[src/rtl/mf_counter_timer.sv]
module mf_counter_timer #(
  parameter int W = 16
) (
  input  logic         clk,
  input  logic         rst_n,
  input  logic [2:0]   mode_sel,
  input  logic         pulse_sel,
  input  logic         preset_wr,
  input  logic [W-1:0] preset_data,
  input  logic         start,
  input  logic         stop,
  input  logic         tick_in,
  input  logic         evt_in,
  input  logic         char_done,
  input  logic         ser_in,
  output logic [W-1:0] count,
  output logic         running,
  output logic         tc_pulse,
  output logic         frame_end,
  output logic         clk_en,
  output logic [W-1:0] cap_value,
  output logic         cap_valid,
  output logic         cap_ovf
);
  localparam logic [2:0] M_RATE  = 3'd0;
  localparam logic [2:0] M_EVENT = 3'd1;
  localparam logic [2:0] M_CHAR  = 3'd2;
  localparam logic [2:0] M_DELAY = 3'd3;
  localparam logic [2:0] M_MEAS  = 3'd4;
  localparam logic [W-1:0] FULL  = '1;

  logic [W-1:0] cnt_q, pre_q, cap_q;
  logic run_q, tc_q, fe_q, ce_q, vld_q, ovf_q, armed_q, evt_q, ser_q;
  logic dec, last, ser_edge;

  assign ser_edge = ser_in ^ ser_q;
  assign last     = (cnt_q[W-1:1] == '0);

  always_comb begin
    case (mode_sel)
      M_RATE, M_DELAY: dec = tick_in;
      M_EVENT:         dec = evt_in & ~evt_q;
      M_CHAR:          dec = char_done;
      default:         dec = 1'b0;
    endcase
  end

  always_ff @(posedge clk) begin
    if (!rst_n) begin
      cnt_q   <= '0;
      pre_q   <= '0;
      cap_q   <= '0;
      run_q   <= 1'b0;
      tc_q    <= 1'b0;
      fe_q    <= 1'b0;
      ce_q    <= 1'b0;
      vld_q   <= 1'b0;
      ovf_q   <= 1'b0;
      armed_q <= 1'b0;
      evt_q   <= 1'b0;
      ser_q   <= 1'b0;
    end else begin
      evt_q <= evt_in;
      ser_q <= ser_in;
      tc_q  <= 1'b0;
      fe_q  <= 1'b0;
      if (pulse_sel) ce_q <= 1'b0;
      if (preset_wr) pre_q <= preset_data;
      if (start) begin
        run_q   <= 1'b1;
        vld_q   <= 1'b0;
        ovf_q   <= 1'b0;
        ce_q    <= 1'b0;
        armed_q <= 1'b0;
        cnt_q   <= (mode_sel == M_MEAS) ? '0 : pre_q;
      end else if (stop) begin
        run_q <= 1'b0;
      end else if (run_q) begin
        if (mode_sel == M_MEAS) begin
          if (ser_edge) begin
            if (!armed_q) begin
              armed_q <= 1'b1;
              cnt_q   <= '0;
            end else begin
              cap_q <= cnt_q;
              vld_q <= 1'b1;
              run_q <= 1'b0;
            end
          end else if (armed_q && tick_in) begin
            if (cnt_q == FULL) ovf_q <= 1'b1;
            else               cnt_q <= cnt_q + 1'b1;
          end
        end else if (dec) begin
          if (last) begin
            tc_q <= 1'b1;
            fe_q <= (mode_sel == M_CHAR);
            if (mode_sel == M_DELAY) begin
              cnt_q <= '0;
              run_q <= 1'b0;
            end else begin
              cnt_q <= pre_q;
            end
            if (mode_sel == M_RATE) ce_q <= pulse_sel ? 1'b1 : ~ce_q;
          end else begin
            cnt_q <= cnt_q - 1'b1;
          end
        end
      end
    end
  end

  assign count     = cnt_q;
  assign running   = run_q;
  assign tc_pulse  = tc_q;
  assign frame_end = fe_q;
  assign clk_en    = (mode_sel == M_RATE) & ce_q;
  assign cap_value = cap_q;
  assign cap_valid = vld_q;
  assign cap_ovf   = ovf_q;
endmodule

[config.mk]
export PLATFORM = sky130hd
export DESIGN_NAME = mf_counter_timer
export DESIGN_NICKNAME = d
export VERILOG_FILES = /design/src/rtl/mf_counter_timer.sv
export SDC_FILE = /design/constraint.sdc
export NUM_CORES = 1
export LEC_CHECK = 0
export BUFFER_PORTS_ARGS = -buffer_cell sky130_fd_sc_hd__buf_2
export CORE_UTILIZATION = 25
export CTS_CLUSTER_DIAMETER = 40
export DETAILED_ROUTE_END_ITERATION = 6
export PLACE_DENSITY = 0.51
export SYNTH_ARGS = -nofsm -noshare
export SYNTH_HDL_FRONTEND = slang
export SYNTH_SLANG_ARGS = --single-unit
[constraint.sdc]
create_clock -name clk -period 3.8 [get_ports clk]
set_input_delay 0.57 -clock clk [delete_from_list [all_inputs] [get_ports clk]]
set_output_delay 0.57 -clock clk [all_outputs]
set_load 0.005 [all_outputs]
; Word level (Yosys, flattened, before mapping)
; Index checks and enable logic that the tools add are counted.
[totals]
reg_bits = 57
in_bits = 29
output_inout_bits = 38
wordCells = 80
[op_classes]
n_addsub = 2
eq_ne = 9
n_mux = 31
bitwise = 12
reduce_logical = 14
[op_table]
columns = operator, n
row1 = two-way mux 16 bit, 12
row2 = two-way mux 1 bit, 18
row3 = AND reduction 6 bit, 3
row4 = adder 16 x 1 -> 16 bit (second input constant), 1
row5 = == test 16 bit (second input constant), 1
row6 = subtractor 16 x 1 -> 16 bit (second input constant), 1
row7 = zero test 15 bit, 1
row8 = inverter 1 bit, 9
row9 = inequality test 4 bit (second input constant), 2
row10 = OR reduction 7 bit, 1
row11 = == test 3 x 2 -> 1 bit (second input constant), 2
row12 = OR reduction 6 bit, 1
row13 = AND reduction 5 bit, 1
row14 = inequality test 4 x 3 -> 1 bit (second input constant), 1
row15 = AND reduction 4 bit, 1
row16 = OR reduction 2 bit, 2
row17 = == test 3 x 1 -> 1 bit (second input constant), 1
row18 = == test 3 bit (second input constant), 1
row19 = zero test 3 bit, 1
row20 = one-hot mux 1 bit (3 select lines), 1
row21 = nonzero test 3 bit, 1
row22 = bitwise AND 1 bit, 2
row23 = inequality test 2 bit (second input constant), 1
row24 = nonzero test 2 bit, 1
row25 = 2 further kinds, 2

; Depth between registers and ports, before layout
; Gate-level depths: netlist (run 1).
[logic_depth]
depth_word = 8
depth_mapped = 9
ltp_nobuf = 8

; Worst setup path after synthesis (run 1)
; Ideal clock, no wire load.
[synth_path]
path_kind = input to register
start = input port mode_sel[0]
end = register cap_q[13] (netlist: cap_value[13])
setup_ns = 0.116
arrival_ns = 2.380
t_required_ns = 3.684
setup_slack_ns = 1.303
stages = 9
path_buffers = 3
cell_sequence = clkbuf_1 or3b_2 buf_2 nor2_1 nand3_1 nor2_2 buf_6 mux2i_1 nor2b_1
[synth_via]
elab_chain_len = 2
[synth_rtl]
columns = element, line
row1 = "start, declared", 6  ; input logic [2:0] mode_sel,
row2 = == test 3 bit, 79  ; if (mode_sel == M_MEAS) begin
row3 = AND reduction 6 bit (no line), n/a
row4 = "end signal, assigned", 85  ; cap_q <= cnt_q;
row5 = "end, declared", 32  ; logic [W-1:0] cnt_q, pre_q, cap_q;
; Every way passes these cells.
; A chain may end at the register's enable or synchronous reset.

; Worst setup path in the final report (run 1)
[layout_path]
start = register cnt_q[0] (netlist: count[0])
end = register cnt_q[4] (netlist: count[4])
[layout_via]
elab_chain_len = 8
elab_cells_between_ends = 14
cone_classes = 2 x add/sub / 2 x eq/ne / 9 x mux / 1 x reduce/logical
[layout_rtl]
columns = element, line
row1 = "start, declared", 32
row2 = "start signal, assigned", 75  ; cnt_q <= (mode_sel == M_MEAS) ? '0 : pre_q;
row3 = "start signal, assigned", 91  ; else cnt_q <= cnt_q + 1'b1;
row4 = "start signal, assigned", 101  ; cnt_q <= pre_q;
row5 = adder 16 x 1 -> 16 bit, 91
row6 = two-way mux 16 bit, 90  ; if (cnt_q == FULL) ovf_q <= 1'b1;
row7 = two-way mux 16 bit, 89  ; end else if (armed_q && tick_in) begin
row8 = two-way mux 16 bit, 80  ; if (ser_edge) begin
row9 = two-way mux 16 bit, 79
row10 = two-way mux 16 bit, 78  ; end else if (run_q) begin
row11 = two-way mux 16 bit, 76  ; end else if (stop) begin
row12 = two-way mux 16 bit, 69  ; if (start) begin
; Several ways; a longest one is shown, not always the timed one. The select of a mux whose other input is x is not followed.

==> impl_metrics.json, run 1 <==
{
  "min_path_type": "flip-flop to flip-flop",
  "drtIter0Drc": 236,
  "slew_violations": 0,
  "timing.final.ws_setup_ns": 0.960,
  "finalCritPeriodShare_pct": 74.7,
  "drive_gt1_share_pct": 22.5,
  "yosys.area_share.xor_xnor_pct": 1.38,
  "rsz0062_at_grt": "no",
  "grt_max_degree": 40,
  "pwr_density_cell_nw_per_um2": 447,
  "worstHoldStart": "cap_valid",
  "cp_max_fo": 24,
  "ant_nets": 0,
  "die_area_um2": 13200,
  "vias": 3060,
  "cts-root-buf": "clkbuf_16",
  "area_delta_synth_final_pct": 23.1,
  "antenna_found_initial": 0,
  "syn-num-nets": 410,
  "cts_htree_levels": 3,
  "gp_congestion": 0.871,
  "holdPathEnd": "cap_valid",
  "cpMaxStageDelayCell": "dfxtp_1",
  "synth.area.top_cells": "dfxtp_1, mux2i_1, nor2b_1",
  "tritoncts": "done",
  "synth_flop_cell": "dfxtp_1",
  "synth_area_um2": 3180,
  "worst_pin_slew_ns": 0.911,
  "fmax_mhz": 352,
  "drt_pass1_iterations": 5,
  "reg2reg_to": "count[4]",
  "hold_buffers": 0,
  "clock_latency_ns": 0.33,
  "r2r-start": "count[0]",
  "min_period_ns": 2.84,
  "fin_setup_tns_ns": 0,
  "die-height_um": 115,
  "slowest_delay_ns": 0.62,
  "post_cts_buffers": 0,
  "clkTransAtPathRegs_ns": 0.05,
  "cp-start-kind": "flip-flop",
  "fin_skew_ns": 0.00498,
  "routedWlPerCell_um": 16.6,
  "end_kind": "flip-flop",
  "num_antenna_cells": 0,
  "ys_seq_elements": 57,
  "dp_hpwl_um": 7070,
  "maxCapViolCount": 0,
  "place_ws_ns": 0.849,
  "top_usage_layer": "met2",
  "port_buffers": 66,
  "rr_worst_depth": 7,
  "path_buf_inv": 0,
  "coreArea_um2": 12200,
  "power_w": 0.00175,
  "cts_buffers": 9,
  "ir_drop_mv": 0.210,
  "outcome": "completed",
  "drc_errors": 0,
  "holdPathStages": 2,
  "crit_chain": "ha_1 -> nand3_1 -> nor3_1 -> and4_1 -> o21ai_2 -> o21ai_0 -> a31oi_1",
  "routed_wl_um": 9970,
  "synthMuxAreaShare_pct": 10.4,
  "vias_per_cell": 5.10,
  "fp.dieW_um": 115,
  "seq_area_frac_synth_pct": 35.9,
  "met3_usage_pct": 4.27,
  "initial_core_util_pct": 26.1,
  "use_met1_pct": 20.8,
  "synth-async-reset-ratio_pct": 0,
  "p_leak_nw": 1.54,
  "track_usage_pct": 16.0,
  "cts.sinks": 57,
  "num_rows": 40,
  "syn_inst": 379,
  "hold_viol": 0,
  "relSlewSlack_pct": 39.2,
  "synth-compound-area-share_pct": 19.6,
  "synth_cell_types": 61,
  "synth_top_family_by_area": "simple AND/OR/NAND/NOR gates",
  "cp_top_family": "simple AND/OR/NAND/NOR gates",
  "yosysWarningCount": 0,
  "synth_area_leader_cell": "dfxtp_1",
  "synth_edf_count": 0,
  "grt_pass1_vias": 3012,
  "syn_area_per_cell_um2": 8.40,
  "cts.path.max_buffers": 2,
  "gr-total-overflow": 0,
  "worstPathRequired_ns": 3.97,
  "synth_simple_gate_area_share_pct": 26.2,
  "cts_resized": 0,
  "grtUsageMet2_pct": 25.2,
  "finalSetupViolCount": 0,
  "arrival_ns": 3.01,
  "rrSetupSlack_ns": 0.96,
  "synth_top_area_share_pct": 35.9,
  "pin_count": 67,
  "synth_fa_ha_area_share_pct": 0.786,
  "timing_worst_setup_path_type": "flip-flop to flip-flop",
  "grt_pass1_wl_um": 16000,
  "nets": 459
}
-- Yosys cell counts (all sizes together) (3+ instances only) --
cell type and n:
dfxtp 57, a211o 4, and2 5, inv 9, nand3 10, o31ai 3
or4 4, nor2 21, a31oi 6, xnor2 4, nor4 7, or3 6
o21ai 17, o221a 4, clkbuf 27, nand2 35, a21oi 17, a311oi 4
nor3 12, nor2b 34, and3 3, nand4 7, a221oi 5, buf 7
mux2i 33
-- where the power goes --
| group | internal [W] | switching, W | total (W) |
|---|---|---|---|
| clock network | 0.000536 | 0.000261 | 0.000796 |
| registers | 0.000624 | 0.0000504 | 0.000674 |
| logic | 0.000121 | 0.000159 | 0.000280 |
-- layout by cell type (no fill, tap or decap), drive strengths merged, types with 3 or more instances in the layout --
cell,instances
xnor2,4
nand2,35
clkbuf,12
nand3,10
or4,4
and3,3
nor4,7
and2,5
a221oi,5
mux2i,33
o21ai,17
inv,9
a211o,4
or3,6
buf,72
nor2,21
dfxtp,57
o31ai,3
nor2b,34
a31oi,6
nand4,7
a21oi,17
a311oi,4
o221a,4
nor3,12
-- state kept, by name (all words and copies together), names as in the netlist --
name       count
pre_q         16
cap_ovf        1
evt_q          1
running        1
cap_valid      1
ce_q           1
ser_q          1
armed_q        1
tc_pulse       1
frame_end      1
cap_value     16
count         16
-- stage by stage --
stage	hold slack [ns]	instances	area, um^2	utilization, %
finish	0.448	600	3920	32.1
global route	0.490	600	3920	32.1
CTS	0.448	600	3920	32.1
detailed placement	0.439	585	3620	29.6
global placement	0.432	585	3620	29.6
floorplan	0.429	379	3180	-
-- worst reg2reg max path, cell delays in order, from the launching register on --
cell     delay (ns)
dfxtp_1        0.62
ha_1           0.29
nand3_1        0.24
nor3_1         0.54
and4_1         0.36
o21ai_2        0.28
o21ai_0        0.29
a31oi_1        0.07
-- per-layer routing --
metal | share of wire [%] | vias up
met5 | 0 | -
met4 | 2.3 | 0
met3 | 7.0 | 20
met2 | 44 | 121
met1 | 47 | 1432
li1 | - | 1487
-- final cells by class --
| type | count | area [um^2] |
|---|---|---|
| clock buffers | 12 | 256 |
| fillers | 1342 | 8300 |
| inverters | 9 | 33.8 |
| repair buffers | 72 | 375 |
| well taps | 168 | 210 |
| multi-input cells | 279 | 1860 |
| clock inverters | 3 | 40.0 |
| flip-flops and latches | 57 | 1140 |
-- how the worst max path moves through the flow --
stage                          to  cells past startpoint  slack [ns]   startpoint
floorplan           cap_value[13]                      9        1.30  mode_sel[0]
global placement         count[0]                      7        0.96  mode_sel[2]
CTS                      count[4]                      7        0.96     count[0]
finish                   count[4]                      7        0.96     count[0]
detailed placement       count[0]                      7        0.85  mode_sel[2]
global route             count[4]                      7        0.66     count[0]
-- cell families (layout without fill, tap and decap cells) --
kind of cell / after synthesis / after routing
adders and majority gates: 2 / 2
xor gates and xnor gates: 5 / 5
muxes: 33 / 33
and+or+nand+nor: 153 / 153
AOI/OAI and AO/OA: 86 / 86
DFF: 57 / 57
buffers and inverters: 43 / 96
Power figures use the tool's default switching activity.
==> run 2: changes to the inputs <==
--- a/config.mk
+++ b/config.mk
@@ -9,7 +9,7 @@
 export CORE_UTILIZATION = 25
 export CTS_CLUSTER_DIAMETER = 40
 export DETAILED_ROUTE_END_ITERATION = 6
-export PLACE_DENSITY = 0.51
+export PLACE_DENSITY = 0.52
 export SYNTH_ARGS = -nofsm -noshare
 export SYNTH_HDL_FRONTEND = slang
 export SYNTH_SLANG_ARGS = --single-unit
==> constraint.sdc (replaced) <==
create_clock -name clk -period 2.5 [get_ports clk]
set_input_delay 0.375 -clock clk [delete_from_list [all_inputs] [get_ports clk]]
set_output_delay 0.375 -clock clk [all_outputs]
set_load 0.005 [all_outputs]
==> run 2 against run 1 <==
Against the previous run:
- non-clock buffer count is 30 higher
- cell area is 6.7% higher
- routed wire length is 1.8% higher
- register-to-register slack worse by 0.84 ns
- sequential power is 46% higher
==> impl_metrics.json, run 2 (synthesized netlist as in run 1, its figures left out) <==
{
  "track_usage_pct": 16.3,
  "rr_worst_depth": 7,
  "routedWlPerCell_um": 16.1,
  "cts.sinks": 57,
  "vias_per_cell": 4.96,
  "dp_hpwl_um": 7360,
  "coreArea_um2": 12200,
  "nFillCells": 1316,
  "vias": 3130,
  "fin_setup_tns_ns": 0,
  "fp.dieW_um": 115,
  "drc_errors": 0,
  "die_area_um2": 13200,
  "drtIter0Drc": 223,
  "worstHoldStart": "evt_in",
  "rsz0062_at_grt": "no",
  "gp_congestion": 0.879,
  "die-height_um": 115,
  "stdcell_area_um2": 4180,
  "cts_buffers": 9,
  "worst_pin_slew_ns": 0.868,
  "grt_pass1_wl_um": 16400,
  "tritoncts": "done",
  "postPlaceCellArea_um2": 3880,
  "cts.path.max_buffers": 2,
  "pwr_density_cell_nw_per_um2": 650,
  "timing.final.ws_setup_ns": 0.121,
  "p_leak_nw": 1.69,
  "cp_max_fo": 5,
  "crit_start": "count[0]",
  "finalSetupViolCount": 0,
  "finalCritPeriodShare_pct": 95.2,
  "initial_core_util_pct": 26.1,
  "layoutNonFillerInstCount": 631,
  "fin_skew_ns": 0.00507,
  "cts_htree_levels": 3,
  "antenna_found_initial": 0,
  "num_antenna_cells": 0,
  "end_kind": "flip-flop",
  "holdPathStages": 2,
  "hold_viol": 0,
  "drt_pass1_iterations": 5,
  "cp-start-kind": "flip-flop",
  "crit_chain": "inv_1 -> ha_1 -> or4b_4 -> or4_4 -> o221a_1 -> or3_1 -> a31oi_1",
  "slowest_delay_ns": 0.51,
  "ant_nets": 0,
  "num_rows": 40,
  "drive_gt1_share_pct": 27.6,
  "routed_wl_um": 10100,
  "nets": 489,
  "clkTransAtPathRegs_ns": 0.05,
  "relSlewSlack_pct": 41.9,
  "reg2reg_to": "count[14]",
  "area_delta_synth_final_pct": 31.4,
  "min_path_type": "primary input to flip-flop",
  "cts-root-buf": "clkbuf_16",
  "worstPathRequired_ns": 2.76,
  "power_w": 0.00272,
  "maxCapViolCount": 0,
  "dp.cells": 615,
  "timing_worst_setup_path_type": "flip-flop to flip-flop",
  "clock_latency_ns": 0.34,
  "mostFrequentLayoutCell": "buf_2",
  "arrival_ns": 2.64,
  "holdPathEnd": "evt_q",
  "r2r-start": "count[0]",
  "rrSetupSlack_ns": 0.12,
  "ir_drop_mv": 0.361,
  "port_buffers": 66,
  "pin_count": 67,
  "outcome": "completed",
  "grt_pass1_vias": 3143,
  "min_period_ns": 2.38,
  "grt_max_degree": 40,
  "layout_common_cells": "buf_2, dfxtp_1, nand2_1",
  "fmax_mhz": 420,
  "place_ws_ns": 0.110,
  "gr-total-overflow": 0,
  "slew_violations": 0,
  "cpMaxStageDelayCell": "or4b_4"
}
run 2: worst max path at each step:
stage	endpoint	slack (ns)	depth (start not counted)
2_1_floorplan	count[14]	0.05	8
5_1_grt	count[14]	0.03	7
4_1_cts	count[14]	0.08	7
6_report	count[14]	0.12	7
3_3_place_gp	count[14]	0.14	7
3_5_place_dp	count[14]	0.11	7
run 2: final cells by class:
cell class / count / area, um^2 / share of cell area [%]
clock inverters: 5 / 55.1 / 1.32
flip-flops and latches: 57 / 1140 / 27.3
multi-input cells: 279 / 1860 / 44.5
inverters: 9 / 33.8 / 0.808
repair buffers: 102 / 638 / 15.3
well taps: 168 / 210 / 5.03
clock buffers: 11 / 243 / 5.81
run 2: through the flow:
step                      hold slack, ns  utilization (%)
after detailed placement           0.436             31.8
after CTS                          0.274             34.2
final                              0.281             34.2
after global routing               0.291             34.2
after global placement             0.431             31.8
after floorplan                    0.429                -
run 2: repair_timing:
item                       CTS  global route
buffers inserted             0             0
gates resized for setup      0             1
hold endpoints to repair     0             0
setup endpoints to repair    0             1
hold buffers                 0             0
run 2: report_power, final:
| group | switching (W) | leakage [nW] | internal, W |
|---|---|---|---|
| combinational | 0.000284 | 1.09 | 0.000229 |
| sequential | 0.0000397 | 0.466 | 0.000948 |
| clock | 0.000425 | 0.142 | 0.000793 |
run 2: routing by layer:
metal  track usage (%)  vias to the layer above  routed length (um)
li1                  -                     1553                   -
met2              25.8                       96                4600
met1              21.2                     1471                4750
met3              4.11                       10                 662
met4              6.84                        0                 122
met5                 0                        -                   0
run 2: worst max-delay path: cells and delay by family (launching register included):
kind                     cells  cell delay (ns)
adder cells (fa/ha/maj)      1             0.22
AND/OR/NAND/NOR              3             1.25
buffers and inverters        1             0.10
AO/OA/AOI/OAI                2             0.39
flip-flops                   1             0.35
==> run 3: changes to the inputs <==
--- a/config.mk
+++ b/config.mk
@@ -10,6 +10,7 @@
 export CTS_CLUSTER_DIAMETER = 40
 export DETAILED_ROUTE_END_ITERATION = 6
 export PLACE_DENSITY = 0.52
+export SETUP_SLACK_MARGIN = 0.3
 export SYNTH_ARGS = -nofsm -noshare
 export SYNTH_HDL_FRONTEND = slang
 export SYNTH_SLANG_ARGS = --single-unit
==> run 3 against run 2 <==
Against the previous run:
- combinational power up 10%
- sequential share of layout area down 0.87 points
- clock power about the same
- first-iteration DRC count up 0.45%
- maximum frequency up 5.7%
- critical path depth down 2
- clock skew about the same
- clock-buffer cell count down 1
==> impl_metrics.json, run 3 (synthesized netlist as in run 1, its figures left out) <==
{
  "fp.dieW_um": 115,
  "path_buf_inv": 0,
  "cts.sinks": 57,
  "num_antenna_cells": 0,
  "clock_latency_ns": 0.33,
  "cts_htree_levels": 3,
  "finalSetupViolCount": 0,
  "slew_violations": 0,
  "slowest_delay_ns": 0.60,
  "layout_common_cells": "buf_2, dfxtp_1, buf_4",
  "track_usage_pct": 17.0,
  "comb_power_share_pct": 20.4,
  "seq_area_um2": 1150,
  "routed_wl_um": 10500,
  "cpMaxStageDelayCell": "or4_4",
  "intPower_w": 0.00200,
  "finalCritPeriodShare_pct": 90.0,
  "cp-start-kind": "flip-flop",
  "arrival_ns": 2.51,
  "place_ws_ns": 0.135,
  "timing_worst_setup_path_type": "flip-flop to flip-flop",
  "cpMostUsedCell": "or4_4",
  "grt_pass1_vias": 3195,
  "hold_viol": 0,
  "postPlaceCellArea_um2": 3950,
  "cts-root-buf": "clkbuf_16",
  "die_area_um2": 13200,
  "stdcell_area_um2": 4340,
  "fin_skew_ns": 0.00557,
  "nFillCells": 1315,
  "rsz0062_at_grt": "yes",
  "ir_drop_mv": 0.555,
  "cp_max_fo": 6,
  "fmax_mhz": 444,
  "initial_core_util_pct": 26.1,
  "outcome": "completed",
  "gp_congestion": 0.840,
  "nets": 501,
  "p_leak_nw": 1.77,
  "cts_buffers": 9,
  "cp_top_family": "simple AND/OR/NAND/NOR gates",
  "grt_max_degree": 32,
  "switching_share_pct": 27.7,
  "clkTransAtPathRegs_ns": 0.05,
  "drtIter0Drc": 224,
  "crit_chain": "or4_4 -> or4_4 -> o221a_1 -> or3_1 -> a31oi_1",
  "drc_errors": 0,
  "routedWlPerCell_um": 16.4,
  "cts.path.max_buffers": 2,
  "area_delta_synth_final_pct": 36.5,
  "pwr_density_cell_nw_per_um2": 638,
  "num_rows": 40,
  "relSlewSlack_pct": 62.2,
  "p_sw_w": 0.000767,
  "worstPathRequired_ns": 2.76,
  "coreArea_um2": 12200,
  "grt_pass1_wl_um": 16900,
  "tritoncts": "done",
  "dp_hpwl_um": 7760,
  "min_period_ns": 2.25,
  "pin_count": 67,
  "drive_gt1_share_pct": 33.1,
  "fin_setup_tns_ns": 0,
  "mostFrequentLayoutCell": "buf_2",
  "timing.final.ws_setup_ns": 0.249,
  "antenna_found_initial": 0,
  "port_buffers": 66,
  "clkPwrFrac_pct": 43.9,
  "seqPwrFrac_pct": 35.7,
  "die-height_um": 115,
  "vias": 3221,
  "multi_input_area_um2": 1930,
  "worst_pin_slew_ns": 0.566,
  "vias_per_cell": 5.01,
  "gr-total-overflow": 0,
  "maxCapViolCount": 0,
  "min_path_type": "primary input to flip-flop",
  "drt_pass1_iterations": 5,
  "whs_ns": 0.273,
  "end_kind": "flip-flop",
  "hold_buffers": 0,
  "ant_nets": 0
}
[run 3: cell count changes in the layout (fill, tap and decap cells not counted), moves of 2 or more]
cell | before | now
clkinv_2 | 2 | 4
buf_4 | 33 | 46
nor4_1 | 7 | 4
nor2_1 | 20 | 18
dfxtp_2 | 0 | 2
inv_1 | 9 | 7
dfxtp_1 | 57 | 54
nor4_2 | 0 | 3
[run 3: layout make-up]
| type | count | area share, % |
|---|---|---|
| Clock inverter | 6 | 1.33 |
| Sequential cell | 57 | 26.4 |
| Clock buffer | 10 | 5.50 |
| Timing Repair Buffer | 114 | 16.5 |
| Multi-Input combinational cell | 279 | 44.5 |
| Inverter | 9 | 0.951 |
| Tap cell | 168 | 4.84 |
[run 3: timing repair]
action / in CTS / in global routing
setup buffers: 4 / 1
gates resized for setup: 5 / 8
gates cloned: 0 / 0
pin swaps: 0 / 2
setup endpoints to repair: 16 / 12
[run 3: power groups by stage]
stage / sequential, W / clock [W] / combinational [W]
6_report: 0.000990 / 0.00121 / 0.000564
5_1_grt: 0.000994 / 0.00129 / 0.000623
4_1_cts: 0.000987 / 0.00124 / 0.000556
3_5_place_dp: 0.00101 / 0 / 0.000533
3_3_place_gp: 0.00101 / 0 / 0.000533
2_1_floorplan: 0.000990 / 0 / 0.000341
[run 3: final timing paths]
path,from,end,slack [ns],depth (start not counted)
worst min register to register,cap_valid,cap_valid,0.44,2
worst max register to register,count[5],count[14],0.25,5
worst min-delay path,ser_in,ser_q,0.27,2
worst max-delay path,count[5],count[14],0.25,5
[run 3: layer usage]
metal  global-route usage, %  share of wire [%]
met3                    4.01                5.6
met1                    23.0                 48
met5                       0                  0
met4                    6.15               0.91
met2                    26.3                 45
[run 3: metrics by stage]
stage | cells | total power (W) | utilization, %
after global routing | 643 | 0.00290 | 35.6
after CTS | 642 | 0.00279 | 35.2
after floorplan | 379 | 0.00133 | -
final | 643 | 0.00277 | 35.6
after detailed placement | 622 | 0.00154 | 32.4
after global placement | 622 | 0.00154 | 32.4
